==> src/rtl/nvm_cmd_pkg.sv <==
package nvm_cmd_pkg;
    localparam int NUM_OPS = 4;
    localparam logic [15:0] UNLOCK_KEY = 16'hA442;

    typedef enum logic [1:0] {
        OP_PROG   = 2'd0,
        OP_PERASE = 2'd1,
        OP_MERASE = 2'd2,
        OP_COMMIT = 2'd3
    } nvm_op_e;

    typedef enum logic [1:0] {
        SEL_ADDR = 2'd0,
        SEL_DATA = 2'd1,
        SEL_CTRL = 2'd2,
        SEL_NONE = 2'd3
    } reg_sel_e;

    typedef enum logic [1:0] {
        S_IDLE = 2'd0,
        S_REQ  = 2'd1,
        S_WAIT = 2'd2,
        S_DONE = 2'd3
    } ctl_state_e;
endpackage

==> src/rtl/nvm_cmd_decode.sv <==
module nvm_cmd_decode
    import nvm_cmd_pkg::*;
#(
    parameter logic [15:0] KEY = UNLOCK_KEY
) (
    input  logic [31:0] wdata,
    output logic        key_ok,
    output logic        single,
    output logic        multi,
    output nvm_op_e     op
);
    logic [NUM_OPS-1:0] cmd;
    int                 ones;

    always_comb begin
        key_ok = (wdata[31:16] == KEY);
        cmd    = wdata[NUM_OPS-1:0];
        ones   = $countones(cmd);
        single = (ones == 1);
        multi  = (ones > 1);
        op     = OP_PROG;
        for (int i = 0; i < NUM_OPS; i++) begin
            if (cmd[i]) op = nvm_op_e'(2'(i));
        end
    end
endmodule

==> src/rtl/nvm_cmd_regs.sv <==
module nvm_cmd_regs
    import nvm_cmd_pkg::*;
#(
    parameter int AW = 16,
    parameter int DW = 32
) (
    input  logic          clk,
    input  logic          rst_n,
    input  logic          wr_en,
    input  logic [1:0]    wr_sel,
    input  logic [31:0]   wr_data,
    input  logic          lock,
    output logic [AW-1:0] addr_q,
    output logic [DW-1:0] data_q
);
    always_ff @(posedge clk or negedge rst_n) begin
        if (!rst_n) begin
            addr_q <= '0;
            data_q <= '0;
        end else if (wr_en && !lock) begin
            if (reg_sel_e'(wr_sel) == SEL_ADDR) addr_q <= wr_data[AW-1:0];
            if (reg_sel_e'(wr_sel) == SEL_DATA) data_q <= wr_data[DW-1:0];
        end
    end

    AST_ADDR_LOCKED: assert property (@(posedge clk) disable iff (!rst_n)
        lock |=> $stable(addr_q));
    AST_DATA_LOCKED: assert property (@(posedge clk) disable iff (!rst_n)
        lock |=> $stable(data_q));
endmodule

==> src/rtl/nvm_flash_stub.sv <==
module nvm_flash_stub
    import nvm_cmd_pkg::*;
#(
    parameter int T_PROG   = 3,
    parameter int T_PERASE = 5,
    parameter int T_MERASE = 12,
    parameter int T_COMMIT = 7
) (
    input  logic    clk,
    input  logic    rst_n,
    input  logic    req,
    input  nvm_op_e op,
    output logic    done
);
    function automatic int max2(input int a, input int b);
        return (a > b) ? a : b;
    endfunction

    localparam int MAXD = max2(max2(T_PROG, T_PERASE), max2(T_MERASE, T_COMMIT));
    localparam int CW   = $clog2(MAXD + 1);

    logic [CW-1:0] cnt;
    logic [CW-1:0] dur;
    logic          active;

    always_comb begin
        unique case (op)
            OP_PROG:   dur = CW'(T_PROG);
            OP_PERASE: dur = CW'(T_PERASE);
            OP_MERASE: dur = CW'(T_MERASE);
            OP_COMMIT: dur = CW'(T_COMMIT);
        endcase
        active = (cnt != '0);
        done   = (cnt == CW'(1));
    end

    always_ff @(posedge clk or negedge rst_n) begin
        if (!rst_n)          cnt <= '0;
        else if (req)        cnt <= dur;
        else if (active)     cnt <= cnt - CW'(1);
    end

    AST_STUB_REQ_IDLE: assert property (@(posedge clk) disable iff (!rst_n)
        req |-> !active);
    AST_STUB_DONE_ENDS: assert property (@(posedge clk) disable iff (!rst_n)
        done |=> !active);
endmodule

==> src/rtl/nvm_cmd_fsm.sv <==
module nvm_cmd_fsm
    import nvm_cmd_pkg::*;
#(
    parameter int AW = 16,
    parameter int DW = 32
) (
    input  logic               clk,
    input  logic               rst_n,
    input  logic               cmd_valid,
    input  logic               cmd_multi,
    input  nvm_op_e            cmd_op,
    input  logic [AW-1:0]      addr_in,
    input  logic [DW-1:0]      data_in,
    input  logic               stub_done,
    output logic               fl_req,
    output nvm_op_e            fl_op,
    output logic [AW-1:0]      fl_addr,
    output logic [DW-1:0]      fl_wdata,
    output logic [NUM_OPS-1:0] busy_bits,
    output logic               busy,
    output logic               done_pulse,
    output logic               cmd_err
);
    ctl_state_e    state, state_nx;
    nvm_op_e       cur_op;
    logic [AW-1:0] cap_addr;
    logic [DW-1:0] cap_data;
    logic          accept;

    assign accept = cmd_valid && (state == S_IDLE);

    always_comb begin
        state_nx = state;
        unique case (state)
            S_IDLE: if (accept)    state_nx = S_REQ;
            S_REQ:                 state_nx = S_WAIT;
            S_WAIT: if (stub_done) state_nx = S_DONE;
            S_DONE:                state_nx = S_IDLE;
        endcase
    end

    always_ff @(posedge clk or negedge rst_n) begin
        if (!rst_n) state <= S_IDLE;
        else        state <= state_nx;
    end

    always_ff @(posedge clk or negedge rst_n) begin
        if (!rst_n) begin
            cur_op   <= OP_PROG;
            cap_addr <= '0;
            cap_data <= '0;
            cmd_err  <= 1'b0;
        end else if (state == S_IDLE) begin
            if (accept) begin
                cur_op   <= cmd_op;
                cap_addr <= addr_in;
                cap_data <= data_in;
                cmd_err  <= 1'b0;
            end else if (cmd_multi) begin
                cmd_err  <= 1'b1;
            end
        end
    end

    always_comb begin
        fl_req     = (state == S_REQ);
        done_pulse = (state == S_DONE);
        busy       = (state != S_IDLE);
        busy_bits  = busy ? (NUM_OPS'(1) << cur_op) : '0;
        fl_op      = cur_op;
        fl_addr    = cap_addr;
        fl_wdata   = cap_data;
    end

    AST_ONE_BUSY: assert property (@(posedge clk) disable iff (!rst_n)
        $onehot0(busy_bits));
    AST_REQ_PULSE: assert property (@(posedge clk) disable iff (!rst_n)
        fl_req |=> !fl_req);
    AST_CAPTURE_HELD: assert property (@(posedge clk) disable iff (!rst_n)
        (state == S_WAIT || state == S_DONE) |-> ($stable(fl_addr) && $stable(fl_wdata)));
    AST_DONE_AFTER_STUB: assert property (@(posedge clk) disable iff (!rst_n)
        done_pulse |-> $past(stub_done));
    AST_DONE_SINGLE: assert property (@(posedge clk) disable iff (!rst_n)
        done_pulse |=> !done_pulse);
    AST_ERR_ONLY_IDLE: assert property (@(posedge clk) disable iff (!rst_n)
        busy |=> $stable(cmd_err) || !$past(busy));
endmodule

==> src/rtl/nvm_cmd_ctrl.sv <==
module nvm_cmd_ctrl
    import nvm_cmd_pkg::*;
#(
    parameter int AW       = 16,
    parameter int DW       = 32,
    parameter int T_PROG   = 3,
    parameter int T_PERASE = 5,
    parameter int T_MERASE = 12,
    parameter int T_COMMIT = 7
) (
    input  logic          clk,
    input  logic          rst_n,
    input  logic          wr_en,
    input  logic [1:0]    wr_sel,
    input  logic [31:0]   wr_data,
    input  logic [1:0]    rd_sel,
    output logic [31:0]   rd_data,
    output logic          fl_req,
    output logic [1:0]    fl_op,
    output logic [AW-1:0] fl_addr,
    output logic [DW-1:0] fl_wdata,
    output logic          done_pulse,
    output logic          cmd_err
);
    logic               key_ok, single, multi, busy, stub_done;
    logic               ctrl_wr, cmd_valid, cmd_multi;
    nvm_op_e            dec_op, op_q;
    logic [AW-1:0]      addr_q;
    logic [DW-1:0]      data_q;
    logic [NUM_OPS-1:0] busy_bits;

    nvm_cmd_decode #(.KEY(UNLOCK_KEY)) u_dec (
        .wdata(wr_data), .key_ok(key_ok), .single(single), .multi(multi), .op(dec_op)
    );

    assign ctrl_wr   = wr_en && (reg_sel_e'(wr_sel) == SEL_CTRL) && key_ok;
    assign cmd_valid = ctrl_wr && single;
    assign cmd_multi = ctrl_wr && multi;

    nvm_cmd_regs #(.AW(AW), .DW(DW)) u_regs (
        .clk(clk), .rst_n(rst_n), .wr_en(wr_en), .wr_sel(wr_sel), .wr_data(wr_data),
        .lock(busy), .addr_q(addr_q), .data_q(data_q)
    );

    nvm_cmd_fsm #(.AW(AW), .DW(DW)) u_fsm (
        .clk(clk), .rst_n(rst_n), .cmd_valid(cmd_valid), .cmd_multi(cmd_multi),
        .cmd_op(dec_op), .addr_in(addr_q), .data_in(data_q), .stub_done(stub_done),
        .fl_req(fl_req), .fl_op(op_q), .fl_addr(fl_addr), .fl_wdata(fl_wdata),
        .busy_bits(busy_bits), .busy(busy), .done_pulse(done_pulse), .cmd_err(cmd_err)
    );

    nvm_flash_stub #(
        .T_PROG(T_PROG), .T_PERASE(T_PERASE), .T_MERASE(T_MERASE), .T_COMMIT(T_COMMIT)
    ) u_stub (
        .clk(clk), .rst_n(rst_n), .req(fl_req), .op(op_q), .done(stub_done)
    );

    assign fl_op = op_q;

    always_comb begin
        rd_data = '0;
        unique case (reg_sel_e'(rd_sel))
            SEL_ADDR: rd_data[AW-1:0]      = addr_q;
            SEL_DATA: rd_data[DW-1:0]      = data_q;
            SEL_CTRL: rd_data[NUM_OPS-1:0] = busy_bits;
            SEL_NONE: rd_data              = '0;
        endcase
    end
endmodule

==> config.mk <==
export PLATFORM = sky130hd
export DESIGN_NAME = nvm_cmd_ctrl
export DESIGN_NICKNAME = d
export VERILOG_FILES = /design/src/rtl/nvm_cmd_pkg.sv /design/src/rtl/nvm_cmd_decode.sv /design/src/rtl/nvm_cmd_regs.sv /design/src/rtl/nvm_flash_stub.sv /design/src/rtl/nvm_cmd_fsm.sv /design/src/rtl/nvm_cmd_ctrl.sv
export SDC_FILE = /design/constraint.sdc
export NUM_CORES = 1
export LEC_CHECK = 0
export ABC_AREA = 1
export BUFFER_PORTS_ARGS = -buffer_cell sky130_fd_sc_hd__buf_2
export CORE_ASPECT_RATIO = 2
export CORE_MARGIN = 4
export CORE_UTILIZATION = 53
export CTS_CLUSTER_DIAMETER = 40
export DETAILED_ROUTE_END_ITERATION = 7
export PLACE_DENSITY = 0.83
export RECOVER_POWER = 50
export SYNTH_ARGS = -nofsm -noshare
export SYNTH_HDL_FRONTEND = slang
export SYNTH_SLANG_ARGS = --single-unit
==> constraint.sdc <==
create_clock -name clk -period 1.7 [get_ports clk]
set_input_delay 0.085 -clock clk [delete_from_list [all_inputs] [get_ports clk]]
set_output_delay 0.085 -clock clk [all_outputs]
set_load 0.01 [all_outputs]
After elaboration in Yosys (flattened, before gate mapping). Cells that the tools add are included.

Bits in registers: 105. Input port bits: 39. Logic and storage cells: 65.

Add/subtract/negate cells: 4. Magnitude comparators: 1. Equality and inequality tests: 16. Shifts and indexed selects: 1. Multiplexer cells: 15. Reduce and logical (&&, ||, !) cells: 20.

Operators by type and width (count): adder 32 bit (1); equality test 32 x 2 -> 1 bit (second input constant) (1); > comparator 32 x 2 -> 1 bit (second input constant) (1); one-hot mux 4 bit (4 select lines) (2); one-hot mux 12 bit (2 select lines) (1); equality test 16 bit (second input constant) (1); 2-to-1 mux 16 bit (1); equality test 2 bit (second input constant) (7); 2-to-1 mux 4 bit (3); AND reduction 2 bit (5); equality test 2 x 1 -> 1 bit (second input constant) (4); zero test 2 bit (4); 2-to-1 mux 2 bit (4); one-hot mux 2 bit (4 select lines) (1); logical AND 1 bit (6); nonzero test 2 bit (3); adder 1 x 1 -> 2 bit (2); equality test 4 x 1 -> 1 bit (second input constant) (1); nonzero test 4 bit (1); << shifter 1 x 2 -> 4 bit (first input constant) (1); subtractor 4 x 1 -> 4 bit (second input constant) (1); 2-to-1 mux 1 bit (3); inequality test 2 x 1 -> 1 bit (second input constant) (1); inequality test 2 bit (second input constant) (1); zero test 1 bit (1).

Longest topological paths before layout. Gate-level depths: netlist (run 1).

Depth in word-level cells: 7. Depth in mapped cells: 10. Depth with buffers taken out: 10.

Modules after synthesis. Synthesis (run 1) repeated with hierarchy kept, for this count alone.

Cells, all modules: 642. Area total of the unflattened synthesis: 5197.5 um^2.

By module, submodules not included: nvm_cmd_fsm (times used 1, cells each 250, area an instance 2243.4 um^2, sequential area each 1326.3 um^2); nvm_cmd_regs (times used 1, cells each 212, area an instance 1976.9 um^2, sequential area each 1201.2 um^2); nvm_cmd_ctrl (times used 1, cells each 100, area an instance 465.4 um^2, sequential area each 0.0 um^2); nvm_flash_stub (times used 1, cells each 40, area an instance 311.5 um^2, sequential area each 100.1 um^2); nvm_cmd_decode (times used 1, cells each 40, area an instance 200.2 um^2, sequential area each 0.0 um^2).

Worst setup path after synthesis (run 1). No wires, ideal clock.

Path type: input to register. Start point: input wr_data[2]. End point: register u_fsm.cap_data[22], in the netlist u_fsm.fl_wdata[22]. Setup time: 0.066 ns. Arrival: 1.947 ns. Required time: 1.634 ns. Slack: -0.313 ns. Stages: 8. Cells stage by stage: inv_1 -> ha_1 -> ha_1 -> fa_1 -> nor3b_2 -> clkbuf_1 -> nand4_1 -> nand2_1.

Word-level cells in the longest chain between the ends: 6.

RTL lines: from (decl) (line nvm_cmd_ctrl.sv:15) `input logic [31:0] wr_data,`; adder 1 x 1 -> 2 bit (implied by the code) (line nvm_cmd_decode.sv:18) `ones = $countones(cmd);`; adder 32 bit (implied by the code) (line nvm_cmd_decode.sv:18); equality test 32 x 2 -> 1 bit (line nvm_cmd_decode.sv:19) `single = (ones == 1);`; logical AND 1 bit (line nvm_cmd_ctrl.sv:37) `assign cmd_valid = ctrl_wr && single;`; logical AND 1 bit (line nvm_cmd_fsm.sv:30) `assign accept = cmd_valid && (state == S_IDLE);`; AND reduction 2 bit (no source line); to (signal assigned) (line nvm_cmd_fsm.sv:57) `cap_data <= data_in;`; to (decl) (line nvm_cmd_fsm.sv:27) `logic [DW-1:0] cap_data;`.

No other way between the ends. A chain may end at the register's enable or synchronous reset.

Worst setup path after layout (run 1).
Start point: register u_fsm.state[1]. End point: output rd_data[0].

Word-level cells in the longest chain between the ends: 3.

RTL lines: from (decl) (line nvm_cmd_fsm.sv:24) `ctl_state_e state, state_nx;`; from (signal assigned) (line nvm_cmd_fsm.sv:44) `else state <= state_nx;`; nonzero test 2 bit (line nvm_cmd_fsm.sv:68) `busy = (state != S_IDLE);`; 2-to-1 mux 4 bit (line nvm_cmd_fsm.sv:69) `busy_bits = busy ? (NUM_OPS'(1) << cur_op) : '0;`; one-hot mux 4 bit (4 select lines) (line nvm_cmd_ctrl.sv:62) `unique case (reg_sel_e'(rd_sel))`; to (decl) (line nvm_cmd_ctrl.sv:17) `output logic [31:0] rd_data,`.

No other way between the ends.

==> out/metrics.csv, run 1 <==
metric;value;unit
status;completed;
final setup vio count;0;
ANT nets after route;0;
vias in the first global route;4576;
Post-Synth Simple-Gate Area;25.86;%
DR DRC count;0;
die width;76.41;µm
post-synthesis sequential area ratio;52.98;%
library cells used by synthesis;24;
CP startpoint kind;flip-flop;
Post-Syn Area per Cell;8.406;µm²
Global Route Usage Sum;25.13;%
launch point of the worst path;u_fsm.state[1];
Placer Congestion;0.8977;
CTS buffer count;9;
Vias/cell;5.498;
maximum VDD drop;0.8125;mV
HP Class;in -> reg;
post-synthesis cell count;590;
Port Buffer Count;123;
DR WL met3;631;µm
Syn. warnings;0;
Hold Crit Start;wr_data[25];
Final Worst Setup Slack;0.06325;ns
Worst Tran Pin Value;0.9879;ns
1st-pass router iterations;6;
highest routed layer;met4;
Top Ports;124;
core region area;0.009074;mm²
Filler cells;764;
largest family of logic cells by synthesized area;simple AND/OR/NAND/NOR gates;
final hold vios;0;
leakage power figure;3.348;nW
Die ar.;0.01106;mm²
Peak Freq;611.0;MHz
Initial DRC Count;343;
Post-Synth Adder-Cell Area;4.188;%
setup TNS;0;ns
crit path kind;reg -> out;
first-pass GRT wire length;22070;µm
post-synth net total;645;
layout cells sized above 1;20.00;%
final HPWL from detailed placement;10090;µm
synth top area cells;dfrtp_1 53%, nand2_1 12%, nand4_1 6.4%, o21ai_0 5.8%, inv_1 5.2%;
clock transition at the registers of the reported paths;0.07;ns
Die Y;144.8;µm
Synth Area in Compound Gates;7.820;%
Placement Setup Slack;-0.4160;ns
most frequent cells in the layout;157 x nand2_1, 105 x dfrtp_1, 77 x buf_2;
WL final;13470;µm
TritonCTS clock tree;built;
clock sinks;105;
flops & latches, synth;105;
Maximum Capacitance Violations;0;
Crit. End Element;output pin;
via count;4547;
ys async rst share;100.0;%
GR Overflow Total;0;
number of synthesized flops with an enable pin;0;
WL met2;7271;µm
Period Utilization, post-route;96.28;%
Setup Skew;0.007315;ns
antenna cells;0;
multiplexer share of the synthesized area;0;%
Critical Path Fanout Max;8;
Synth Area in XOR/XNOR;0.1766;%
largest net degree at the start of global routing;40;
CP required;1.62;ns
Pins Over Slew Limit;0;
initial antenna violation count;0;
row cnt;49;
Syn Std Cell Area;0.004960;mm²
power per cell area;1324;mW/mm²
initial core utilization;54.66;%
latest clock arrival within the worst-skew pair;0.35;ns
Rel. slew slack;34.14;%
largest buffer count on any clock path;2;
Post-synth top flop;dfrtp_1;
Area Growth Syn to Fin;23.66;%
RSZ-0062 raised after global routing;yes;
H-Tree Depth;3;
min Tclk post-route;1.637;ns
Root Buffer;clkbuf_16;
post-DR wirelength/cell;16.29;µm
r2r startpoint;u_fsm.state[1];
most common cell after layout, fill and taps aside;nand2_1;
crit path DAT;1.55;ns
Nets;775;
area leader, netlist;dfrtp_1;
met1 wire length;4826;µm
Synth top area share;52.98;%
Yosys cell counts, drive strengths merged (4+ instances only):
master  count
o21ai      57
a21oi      11
nand3      29
clkbuf     22
dfrtp     105
nand4      51
inv        69
nor2       43
o211ai      4
ha         15
buf        14
nand2     161
sequential cells by signal (all words and copies together), names as in the netlist:
name	flops
u_fsm.fl_addr	16
u_fsm.fl_op	2
u_stub.cnt	4
u_fsm.state	2
u_regs.addr_q	16
u_fsm.cmd_err	1
u_regs.data_q	32
u_fsm.fl_wdata	32
final timing paths:
path	endpoint	slack [ns]	depth (start not counted)
min reg2reg	u_fsm.fl_addr[4]	0.47	2
max reg2reg	u_fsm.fl_addr[13]	0.15	6
min in group asynchronous	u_fsm.fl_addr[1]	0.44	2
max	rd_data[0]	0.06	6
max in group asynchronous	u_regs.addr_q[12]	0.25	3
min	u_regs.data_q[25]	0.007	3
power by group:
part,internal [mW],switching (mW),total [mW]
sequential,3.11,0.475,3.58
combinational,0.966,1.47,2.44
clock,1.15,0.945,2.10
total,5.23,2.89,8.12
layout make-up:
class	instances	area, µm²	area share, %
flip-flops and latches	105	2628	42.84
multi-input cells	379	1958	31.93
repair buffers	155	838.3	13.67
inverters	70	277.8	4.529
clock buffers	9	225.2	3.672
well taps	102	127.6	2.081
clock inverters	7	78.83	1.285
worst max-delay path: stages, from the launching register on:
cell      delay (ns)
dfrtp_1         0.40
inv_1           0.13
ha_4            0.21
inv_2           0.07
nand3_1         0.09
o211ai_1        0.13
buf_2           0.17
cells by family after synthesis:
logic type / after synthesis
fa+ha+maj: 16
flops: 105
buf+inv: 106
xor+xnor: 1
compound gates: 74
simple gates: 288
metrics by stage:
stage	cells	hold slack, ns	instance area, µm²	power, mW	utilization [%]
after CTS	818	0.0009728	6113	7.934	67.37
after global placement	800	0.08359	5769	5.668	63.58
final	827	0.006769	6133	8.120	67.60
after global routing	827	0.01396	6133	8.646	67.60
after floorplan	590	-0.2106	5022	4.958	-
after detailed placement	800	0.09273	5769	5.784	63.58
per-layer routing:
metal / vias up / GRT usage, %
li1: 2170 / -
met1: 2161 / 26.71
met2: 166 / 46.73
met3: 50 / 4.337
met4: 0 / 14.33
met5: - / 0
repair_timing:
action | 4_1_cts | 5_1_grt
hold buffers | 1 | 0
setup endpoints to repair | 56 | 60
cloned | 0 | 0
gates resized for setup | 5 | 11
endpoints found under the hold margin | 35 | 0
pin swaps | 1 | 4
setup buffers | 1 | 9
(Power assumes the default switching activity.)
==> run 2: changes to the inputs <==
- SETUP_SLACK_MARGIN: default -> 0.2
==> run 2 against run 1 <==
The run now ends with negative hold slack left. Largest power group unchanged. Critical endpoint is now u_fsm.fl_wdata[22]. Critical path type is now in -> reg. Clock power hardly changed. Clock skew is essentially flat. Worst hold slack got worse by 0.016 ns. Power is 5.7% higher. Sequential share of layout area shrank 2.9 points. Critical path depth up 5. Non-clock buffer count is 14 higher.
==> out/metrics.csv, run 2 (same netlist as run 1, synthesis figures left out) <==
metric;value;unit;change
row cnt;49;;unchanged
Initial DRC Count;430;;+25%
Rel. slew slack;33.67;%;-0.47 points
P_sw;3.197;mW;+11%
crit path kind;in -> reg;;
RSZ-0062 raised after global routing;yes;;
Period Utilization, post-route;96.39;%;+0.11 points
final HPWL from detailed placement;10090;µm;unchanged
setup TNS;0;ns;unchanged
Setup Skew;0.006821;ns;-0.0004936 ns
Die ar.;0.01106;mm²;unchanged
highest routed layer;met4;;
clock transition at the registers of the reported paths;0.07;ns;about the same
largest net degree at the start of global routing;40;;unchanged
DR DRC count;0;;unchanged
clock sinks;105;;unchanged
Clk pwr share;24.8;%;-1.1 points
final hold vios;1;;+1
failing checks;negative hold slack;;
initial antenna violation count;0;;unchanged
Area Growth Syn to Fin;32.74;%;
power per cell area;1304;mW/mm²;-1.5%
ANT nets after route;0;;unchanged
Global Route Usage Sum;25.76;%;+0.63 points
final cell count without fillers;842;;+1.8%
core region area;0.009074;mm²;unchanged
Nets;790;;+1.9%
status;complete, but fails checks;;
most common cell after layout, fill and taps aside;nand2_1;;
H-Tree Depth;3;;unchanged
HP Class;in -> reg;;
crit path DAT;1.88;ns;+0.33 ns
initial core utilization;54.66;%;unchanged
Top Ports;124;;unchanged
leakage power figure;3.514;nW;+5.0%
antenna cells;0;;unchanged
vias in the first global route;4691;;+2.5%
Root Buffer;clkbuf_16;;
part of the power in combinational logic;33.0;%;+3.0 points
final setup vio count;0;;unchanged
CP required;1.94;ns;+0.32 ns
WL met2;8433;µm;+16%
Critical Path Fanout Max;36;;+28
final core utilization;72.56;%;+5.0 points
WL final;15660;µm;+16%
GR Overflow Total;0;;unchanged
CTS buffer count;9;;unchanged
Hold Slack;-0.009500;ns;-0.01627 ns
switching share of power;37.25;%;+1.6 points
CP startpoint kind;input port;;
Seq pwr share;42.2;%;-1.9 points
first-pass GRT wire length;22580;µm;+2.3%
1st-pass router iterations;7;;+1
largest buffer count on any clock path;2;;unchanged
post-DR wirelength/cell;18.60;µm;+14%
min Tclk post-route;1.639;ns;+0.001929 ns
Worst Tran Pin Value;0.9949;ns;+0.007020 ns
Die Y;144.8;µm;unchanged
Placer Congestion;0.8977;;unchanged
Port Buffer Count;123;;unchanged
Cells after DPL;800;;unchanged
Peak Freq;610.2;MHz;-0.12%
met1 wire length;5231;µm;+8.4%
Power Internal;5.387;mW;+3.0%
Maximum Capacitance Violations;0;;unchanged
most frequent cells in the layout;148 x nand2_1, 104 x dfrtp_1, 69 x buf_2;;
via count;4842;;+6.5%
latest clock arrival within the worst-skew pair;0.35;ns;about the same
maximum VDD drop;0.9569;mV;+18%
die width;76.41;µm;unchanged
DR WL met3;896;µm;+42%
layout cells sized above 1;25.00;%;+5.0 points
Pins Over Slew Limit;0;;unchanged
Crit. End Element;flip-flop;;
Vias/cell;5.751;;+4.6%
TritonCTS clock tree;built;;
## run 2: metal layers
layer	vias to the layer above	track usage, %
li1	2204	-
met1	2291	26.96
met2	266	48.07
met3	81	4.399
met4	0	15.38
met5	-	0
## run 2: area by class of cell
cell class	instances	area [µm²]
clock buffer	9	225.2
multi-input combinational	380	2100
fill	684	2490
tap	102	127.6
inverter	70	287.8
timing repair buffer	169	1136
clock inverter	7	78.83
sequential	105	2629
## run 2: power groups by stage
stage,Sequential (mW),Clock (mW),Combinational (mW)
floorplan,3.47,0,1.49
global route,3.68,2.23,3.10
finish,3.62,2.13,2.83
global placement,3.59,0,2.08
detailed placement,3.62,0,2.16
CTS,3.56,2.13,2.37
## run 2: repair_timing
action	in CTS	in global routing
gates cloned	0	10
buffers inserted	10	4
hold buffers	1	1
setup endpoints to repair	105	121
pin swaps	3	10
hold endpoints to repair	35	1
gates resized for setup	26	73
## run 2: path summary, 6_finish.rpt
check | start | to | slack, ns | cells past startpoint
setup / recovery | wr_data[3] | u_fsm.fl_wdata[22] | 0.06 | 11
hold / removal | wr_data[24] | u_regs.data_q[24] | -0.009 | 3
setup reg to reg | u_fsm.state[0] | u_regs.data_q[18] | 0.19 | 9
hold reg to reg | u_fsm.fl_wdata[21] | u_fsm.fl_wdata[21] | 0.47 | 2
max in group asynchronous | rst_n | u_regs.data_q[10] | 0.24 | 3
min in group asynchronous | rst_n | u_fsm.fl_addr[4] | 0.44 | 2
## run 2: through the flow
step,power (mW),hold slack (ns),worst slack (ns),area (µm²)
detailed placement,5.784,0.09273,-0.4160,5769
global route,9.015,0.002417,-0.003595,6584
finish,8.584,-0.009500,0.06132,6584
floorplan,4.958,-0.2106,-0.1209,5022
global placement,5.668,0.08359,-0.3731,5769
CTS,8.066,0.0009728,0.1109,6238
## run 2: critical path: stages
cell     delay (ns)
buf_12         0.11
inv_12         0.04
ha_4           0.19
ha_4           0.15
fa_2           0.48
nor3b_4        0.22
buf_6          0.16
nand3_4        0.08
buf_12         0.18
nand2_1        0.09
nand2_1        0.06
